File: src/rtl/evd_pkg.sv
package evd_pkg;

    localparam int CFG_W       = 32;
    localparam int SEL_W       = 7;
    localparam int MASK_W      = 16;
    localparam int TAG_W       = 3;
    localparam int QUAL_W      = 4;
    localparam int NUM_THREADS = 2;
    localparam int NUM_DET     = 2;
    localparam int INC_W       = 4;
    localparam int INC_MAX     = (1 << INC_W) - 1;
    localparam int HIT_W       = $clog2(MASK_W + 1);
    localparam int SUM_W       = $clog2(NUM_THREADS * MASK_W + 1);

    // Stored control fields, most significant first: select, mask, tag, tag enable, qualifiers.
    typedef struct packed {
        logic [SEL_W-1:0]  sel;
        logic [MASK_W-1:0] mask;
        logic [TAG_W-1:0]  tag;
        logic              tag_en;
        logic [QUAL_W-1:0] qual;
    } cfg_t;

    localparam int STORED_W = $bits(cfg_t);

    // Position of the enable bit for thread t in the given mode.
    function automatic logic [1:0] qual_index(input int t, input logic is_os);
        int idx;
        idx = (QUAL_W - 1) - 2 * t - (is_os ? 0 : 1);
        return 2'(idx);
    endfunction

    function automatic logic [HIT_W-1:0] count_ones(input logic [MASK_W-1:0] v);
        logic [HIT_W-1:0] n;
        n = '0;
        for (int i = 0; i < MASK_W; i++) begin
            n = n + HIT_W'(v[i]);
        end
        return n;
    endfunction

endpackage

File: src/rtl/evd_input_reg.sv
module evd_input_reg
    import evd_pkg::*;
#(
    parameter int NUM_EVENTS = 4,
    localparam int EV_W = NUM_THREADS * NUM_EVENTS * MASK_W
) (
    input  logic                   clk,
    input  logic                   rst_n,
    input  logic [EV_W-1:0]        ev_in,
    input  logic [NUM_THREADS-1:0] priv_in,
    output logic [EV_W-1:0]        ev_q,
    output logic [NUM_THREADS-1:0] priv_q
);

    typedef struct packed {
        logic [EV_W-1:0]        ev;
        logic [NUM_THREADS-1:0] priv;
    } in_state_t;

    in_state_t st_d, st_q;

    always_comb begin
        st_d      = st_q;
        st_d.ev   = ev_in;
        st_d.priv = priv_in;
    end

    always_ff @(posedge clk) begin
        if (!rst_n) begin
            st_q <= '0;
        end else begin
            st_q <= st_d;
        end
    end

    assign ev_q   = st_q.ev;
    assign priv_q = st_q.priv;

endmodule

File: src/rtl/evd_cfg_reg.sv
module evd_cfg_reg
    import evd_pkg::*;
(
    input  logic             clk,
    input  logic             rst_n,
    input  logic             wr_en,
    input  logic [CFG_W-1:0] wr_data,
    output cfg_t             cfg_o
);

    typedef struct packed {
        cfg_t cfg;
    } reg_state_t;

    reg_state_t st_d, st_q;

    always_comb begin
        st_d = st_q;
        if (wr_en) begin
            // The reserved top bit is simply not stored.
            st_d.cfg = cfg_t'(wr_data[STORED_W-1:0]);
        end
    end

    always_ff @(posedge clk) begin
        if (!rst_n) begin
            st_q <= '0;
        end else begin
            st_q <= st_d;
        end
    end

    assign cfg_o = st_q.cfg;

    // a write lands in the register at the next edge.
    p_write_lands_r2: assert property (@(posedge clk) disable iff (!rst_n)
        wr_en |=> (st_q.cfg == cfg_t'($past(wr_data[STORED_W-1:0]))));

    // without a write the register holds its value.
    p_hold_r2: assert property (@(posedge clk) disable iff (!rst_n)
        !wr_en |=> $stable(st_q.cfg));

endmodule

File: src/rtl/evd_qualify.sv
module evd_qualify
    import evd_pkg::*;
#(
    parameter int NUM_EVENTS = 4,
    localparam int EV_W = NUM_THREADS * NUM_EVENTS * MASK_W
) (
    input  logic                   clk,
    input  logic                   rst_n,
    input  logic [SEL_W-1:0]       sel,
    input  logic [MASK_W-1:0]      mask,
    input  logic [QUAL_W-1:0]      qual,
    input  logic [EV_W-1:0]        ev,
    input  logic [NUM_THREADS-1:0] priv,
    output logic [INC_W-1:0]       inc
);

    logic [NUM_THREADS-1:0][MASK_W-1:0] slot_vec;
    logic [NUM_THREADS-1:0][HIT_W-1:0]  slot_hits;
    logic [NUM_THREADS-1:0]             slot_ok;
    logic [SUM_W-1:0]                   total;

    for (genvar t = 0; t < NUM_THREADS; t++) begin : g_thread
        always_comb begin
            slot_vec[t] = '0;
            for (int e = 0; e < NUM_EVENTS; e++) begin
                if (sel == SEL_W'(e)) begin
                    slot_vec[t] = ev[(t * NUM_EVENTS + e) * MASK_W +: MASK_W];
                end
            end
            slot_hits[t] = count_ones(slot_vec[t] & mask);
            slot_ok[t]   = qual[qual_index(t, priv[t])];
        end
    end

    always_comb begin
        total = '0;
        for (int t = 0; t < NUM_THREADS; t++) begin
            if (slot_ok[t]) begin
                total = total + SUM_W'(slot_hits[t]);
            end
        end
        inc = (total > SUM_W'(INC_MAX)) ? INC_W'(INC_MAX) : total[INC_W-1:0];
    end

    // a select value naming no source yields nothing.
    p_unknown_sel_r4: assert property (@(posedge clk) disable iff (!rst_n)
        (sel >= SEL_W'(NUM_EVENTS)) |-> (inc == '0));

    // an empty mask yields nothing.
    p_empty_mask_r5: assert property (@(posedge clk) disable iff (!rst_n)
        (mask == '0) |-> (inc == '0));

    // no enabled thread/mode combination yields nothing.
    p_no_qual_r6: assert property (@(posedge clk) disable iff (!rst_n)
        (qual == '0) |-> (inc == '0));

endmodule

File: src/rtl/evd_pair.sv
module evd_pair
    import evd_pkg::*;
#(
    parameter int NUM_EVENTS = 4,
    localparam int EV_W = NUM_THREADS * NUM_EVENTS * MASK_W
) (
    input  logic                       clk,
    input  logic                       rst_n,
    input  logic                       cfg_wr_en,
    input  logic                       cfg_wr_idx,
    input  logic [CFG_W-1:0]           cfg_wr_data,
    input  logic                       cfg_rd_idx,
    output logic [CFG_W-1:0]           cfg_rd_data,
    input  logic [EV_W-1:0]            ev_in,
    input  logic [NUM_THREADS-1:0]     priv_os_in,
    output logic [NUM_DET*INC_W-1:0]   inc_out,
    output logic [NUM_DET-1:0]         tag_en_out,
    output logic [NUM_DET*TAG_W-1:0]   tag_val_out
);

    logic [EV_W-1:0]        ev_r;
    logic [NUM_THREADS-1:0] priv_r;
    cfg_t                   cfg_arr [NUM_DET];

    evd_input_reg #(.NUM_EVENTS(NUM_EVENTS)) u_in (
        .clk     (clk),
        .rst_n   (rst_n),
        .ev_in   (ev_in),
        .priv_in (priv_os_in),
        .ev_q    (ev_r),
        .priv_q  (priv_r)
    );

    for (genvar d = 0; d < NUM_DET; d++) begin : g_det
        logic wr_hit;
        assign wr_hit = cfg_wr_en && (cfg_wr_idx == 1'(d));

        evd_cfg_reg u_cfg (
            .clk     (clk),
            .rst_n   (rst_n),
            .wr_en   (wr_hit),
            .wr_data (cfg_wr_data),
            .cfg_o   (cfg_arr[d])
        );

        evd_qualify #(.NUM_EVENTS(NUM_EVENTS)) u_qual (
            .clk   (clk),
            .rst_n (rst_n),
            .sel   (cfg_arr[d].sel),
            .mask  (cfg_arr[d].mask),
            .qual  (cfg_arr[d].qual),
            .ev    (ev_r),
            .priv  (priv_r),
            .inc   (inc_out[d*INC_W +: INC_W])
        );

        assign tag_en_out[d]               = cfg_arr[d].tag_en;
        assign tag_val_out[d*TAG_W +: TAG_W] = cfg_arr[d].tag;
    end

    always_comb begin
        cfg_rd_data = '0;
        cfg_rd_data[STORED_W-1:0] = cfg_arr[cfg_rd_idx];
    end

    // the reserved bit always reads as zero.
    p_reserved_zero_r3: assert property (@(posedge clk) disable iff (!rst_n)
        cfg_rd_data[CFG_W-1] == 1'b0);

endmodule

File: config.mk
export PLATFORM = sky130hd
export DESIGN_NAME = evd_pair
export DESIGN_NICKNAME = d
export VERILOG_FILES = /design/src/rtl/evd_pkg.sv /design/src/rtl/evd_input_reg.sv /design/src/rtl/evd_cfg_reg.sv /design/src/rtl/evd_qualify.sv /design/src/rtl/evd_pair.sv
export SDC_FILE = /design/constraint.sdc
export NUM_CORES = 1
export LEC_CHECK = 0
export CORE_ASPECT_RATIO = 0.9
export CORE_MARGIN = 2
export CORE_UTILIZATION = 45
export CTS_CLUSTER_DIAMETER = 60
export DETAILED_ROUTE_END_ITERATION = 8
export PLACE_DENSITY = 0.73
export SKIP_CTS_REPAIR_TIMING = 1
export SLEW_MARGIN = 20
export SYNTH_ARGS = -nofsm -noshare
export SYNTH_HDL_FRONTEND = slang
export SYNTH_SLANG_ARGS = --single-unit
File: constraint.sdc
create_clock -name clk -period 8.85 [get_ports clk]
set_clock_uncertainty 0.05 [all_clocks]
set_input_delay 2.2125 -clock clk [delete_from_list [all_inputs] [get_ports clk]]
set_output_delay 2.2125 -clock clk [all_outputs]
set_load 0.01 [all_outputs]
==> flow_summary.ini <==
[layout]
drive_gt1_share_pct = 19.9
syn_to_final_growth_pct = 33.8
final-seq-area_um2 = 3850
fin_nets = 1577
fill_cells = 1901
final_util_pct = 61.0
multiInputGateArea_um2 = 5990
fin_cells = 1647
diodes = 0

[setup_path]
end_kind = output port
critPathKind = flop to output port
worst-path-max-fanout = 6
crit_path_max_incr_delay_ns = 0.62
cp-start-kind = flop
cp.arrival_ns = 6.93
cp_cell_sequence = or4_4 -> nor2_8 -> nand3_4 -> nor2_4 -> nor3_2 -> ha_1 -> inv_2 -> fa_2 -> fa_1 -> fa_1 -> fa_1 -> fa_2 -> fa_2 -> nor2b_4 -> nor3_2 -> ha_1 -> nor2b_4 -> o21ai_2 -> nand2b_4 -> a2111oi_4 -> buf_4 -> buf_6 -> o221ai_2 -> buf_2
crit_slowest_cell = fa_2
critPathRequiredTime_ns = 6.59

[clocking]
clk_pin_slew_worst_paths_ns = 0.08
clock_sinks = 192
cts_tree = yes
clock-root-buffer = clkbuf_16
clockBufferDepth = 2
cts_buffers = 17
htree_levels = 4
clk_latency_ns = 0.43

[power_and_ir_drop]
ir_drop_v = 0.000122
p_total_mw = 2.03
powerDensity_nw_per_um2 = 149
p_leak_nw = 5.44

[synth]
yosys.area.top_type = dfxtp_1
synth_cell_types = 46
ys_seq_elements = 192
synth_edf_count = 0
synth_top_area_share_pct = 37.7
yosysSeqAreaShare_pct = 37.7
synth_warnings = 0
synth_async_sr_flop_share_pct = 0
synthTopCellsByCount = 192 x dfxtp_1, 159 x nand2_1, 132 x and2_1
synth_nets = 1351
synth.most_common_cell = dfxtp_1
netlist_instances = 1112
synthTopCellsByArea = dfxtp_1 38%, mux2_2 10%, fa_1 8.2%
synthesis.area_um2 = 10200
synth_top_flop_cell = dfxtp_1
synth.avg_cell_area_um2 = 9.17

[floorplan]
io_pins = 215
fp.dieW_um = 163
dieArea_um2 = 23900
coreArea_um2 = 22400
fp-row-count = 52
dieHeight_um = 147
initial_core_util_pct = 45.6

[global_routing]
antenna_found_initial = 0
grt_pass1_wl_mm = 45.3
grt_pass1_vias = 8586
overflow = 0
grt_max_degree = 163
grtUsageTotal_pct = 24.7

[routing]
drt-initial-drc-count = 595
post-route-drc-count = 0
routed_via_density = 5.15
wl_per_cell_um = 17.8
ant_nets = 0
drt_wl_total_mm = 29.3
vias = 8482
drtPass1Iterations = 5

[sta]
fmax_mhz = 109
setup_violations = 8
period_share_pct = 104
rsz0062_at_grt = true
maxSlewViolCount = 0
final.min_clock_period_ns = 9.19
setup_slack_ns = -0.340
worst-slew-pin-transition_ns = 0.878
hold_viol = 0
fin_setup_tns_ns = -1.55
relSlewSlack_pct = 41.5

[worst_hold_path]
worstHoldPathType = flop to flop

[status]
violations = negative setup slack
outcome = finished, violations left

[placement]
dp_cells = 1602
dp_hpwl_mm = 22.3
routabilityCongestion = 0.944
io_buffers = 212

[run]
drv_cap = 0
==> area by class of cell <==
class / instances / share of cell area (%)
Timing Repair Buffer: 283 / 19.8
Inverter: 44 / 1.21
Sequential cell: 192 / 28.2
Clock inverter: 14 / 1.05
Multi-Input combinational cell: 800 / 43.9
Tap cell: 297 / 2.72
Clock buffer: 17 / 3.12
==> layout by cell type, fill, tap and decap left out, types with 5 or more instances in the layout <==
master,n
ha_1,29
fa_1,32
clkdlybuf4s50_1,202
o22ai_1,65
mux2_2,95
buf_4,62
nor2b_1,5
nor2_1,67
nor3_1,11
a21boi_0,62
inv_8,5
o21ai_0,6
nor2_4,6
xnor2_1,5
buf_2,5
nor3_2,8
a21oi_1,5
inv_2,5
dfxtp_1,190
o21ai_1,46
nand2_1,158
nand2_2,5
and2_1,132
inv_1,39
buf_12,5
clkbuf_16,17
fa_2,10
==> cell families (layout without fill, tap and decap cells) <==
kind of cell | count (synthesis) | count (layout) | synth area share [%]
AOI/OAI and AO/OA | 202 | 202 | 12.8
xor gates and xnor gates | 9 | 9 | 0.773
adders and majority gates | 72 | 72 | 11.9
buffers and inverters | 120 | 358 | 5.49
DFF | 192 | 192 | 37.7
muxes | 99 | 99 | 10.9
other | 1 | 1 | 0.0368
and+or+nand+nor | 417 | 417 | 20.4
==> final timing paths <==
path / startpoint / to / slack, ns / cells past startpoint
max: g_det[1].u_cfg.cfg_o[28]$_SDFFE_PN0P_ / inc_out[5] / -0.34 / 24
min: g_det[1].u_cfg.cfg_o[3]$_SDFFE_PN0P_ / g_det[1].u_cfg.cfg_o[3]$_SDFFE_PN0P_ / 0.43 / 2
max reg2reg: g_det[0].u_cfg.cfg_o[24]$_SDFFE_PN0P_ / g_det[0].u_cfg.cfg_o[24]$_SDFFE_PN0P_ / 7.89 / 3
min reg2reg: g_det[1].u_cfg.cfg_o[3]$_SDFFE_PN0P_ / g_det[1].u_cfg.cfg_o[3]$_SDFFE_PN0P_ / 0.43 / 2
==> per-stage QoR <==
| step | setup slack, ns | area (um2) | hold WS, ns |
|---|---|---|---|
| after global placement | -0.199 | 12800 | 0.412 |
| after CTS | -0.773 | 13300 | 0.433 |
| final | -0.340 | 13600 | 0.427 |
| after detailed placement | -0.281 | 12800 | 0.422 |
| after global routing | -0.577 | 13600 | 0.452 |
| after floorplan | 0.447 | 10200 | 0.402 |
==> per-layer routing <==
layer	wire length [um]	vias up	GRT usage (%)
met4	787	0	8.36
li1	-	4153	-
met1	12700	3949	32.1
met5	0	-	0
met2	13700	330	39.5
met3	2090	50	6.92
==> registers in the layout (all words and copies together), names as in the netlist <==
register,count
g_det.u_cfg.cfg_o,62
u_in.ev_q,128
u_in.priv_q,2
==> critical path, delay by kind of cell, from the launching register on <==
family                     cells  cell delay (ns)
adders and majority gates      8             3.46
and+or+nand+nor                9             1.64
buffers and inverters          4             0.46
DFF                            1             0.33
AOI/OAI and AO/OA              3             0.58
==> report_power, final <==
group	internal, mW	switching (mW)
Clock	0.375	0.377
Sequential	0.908	0.0299
Combinational	0.187	0.154
Power figures use the tool's default switching activity.
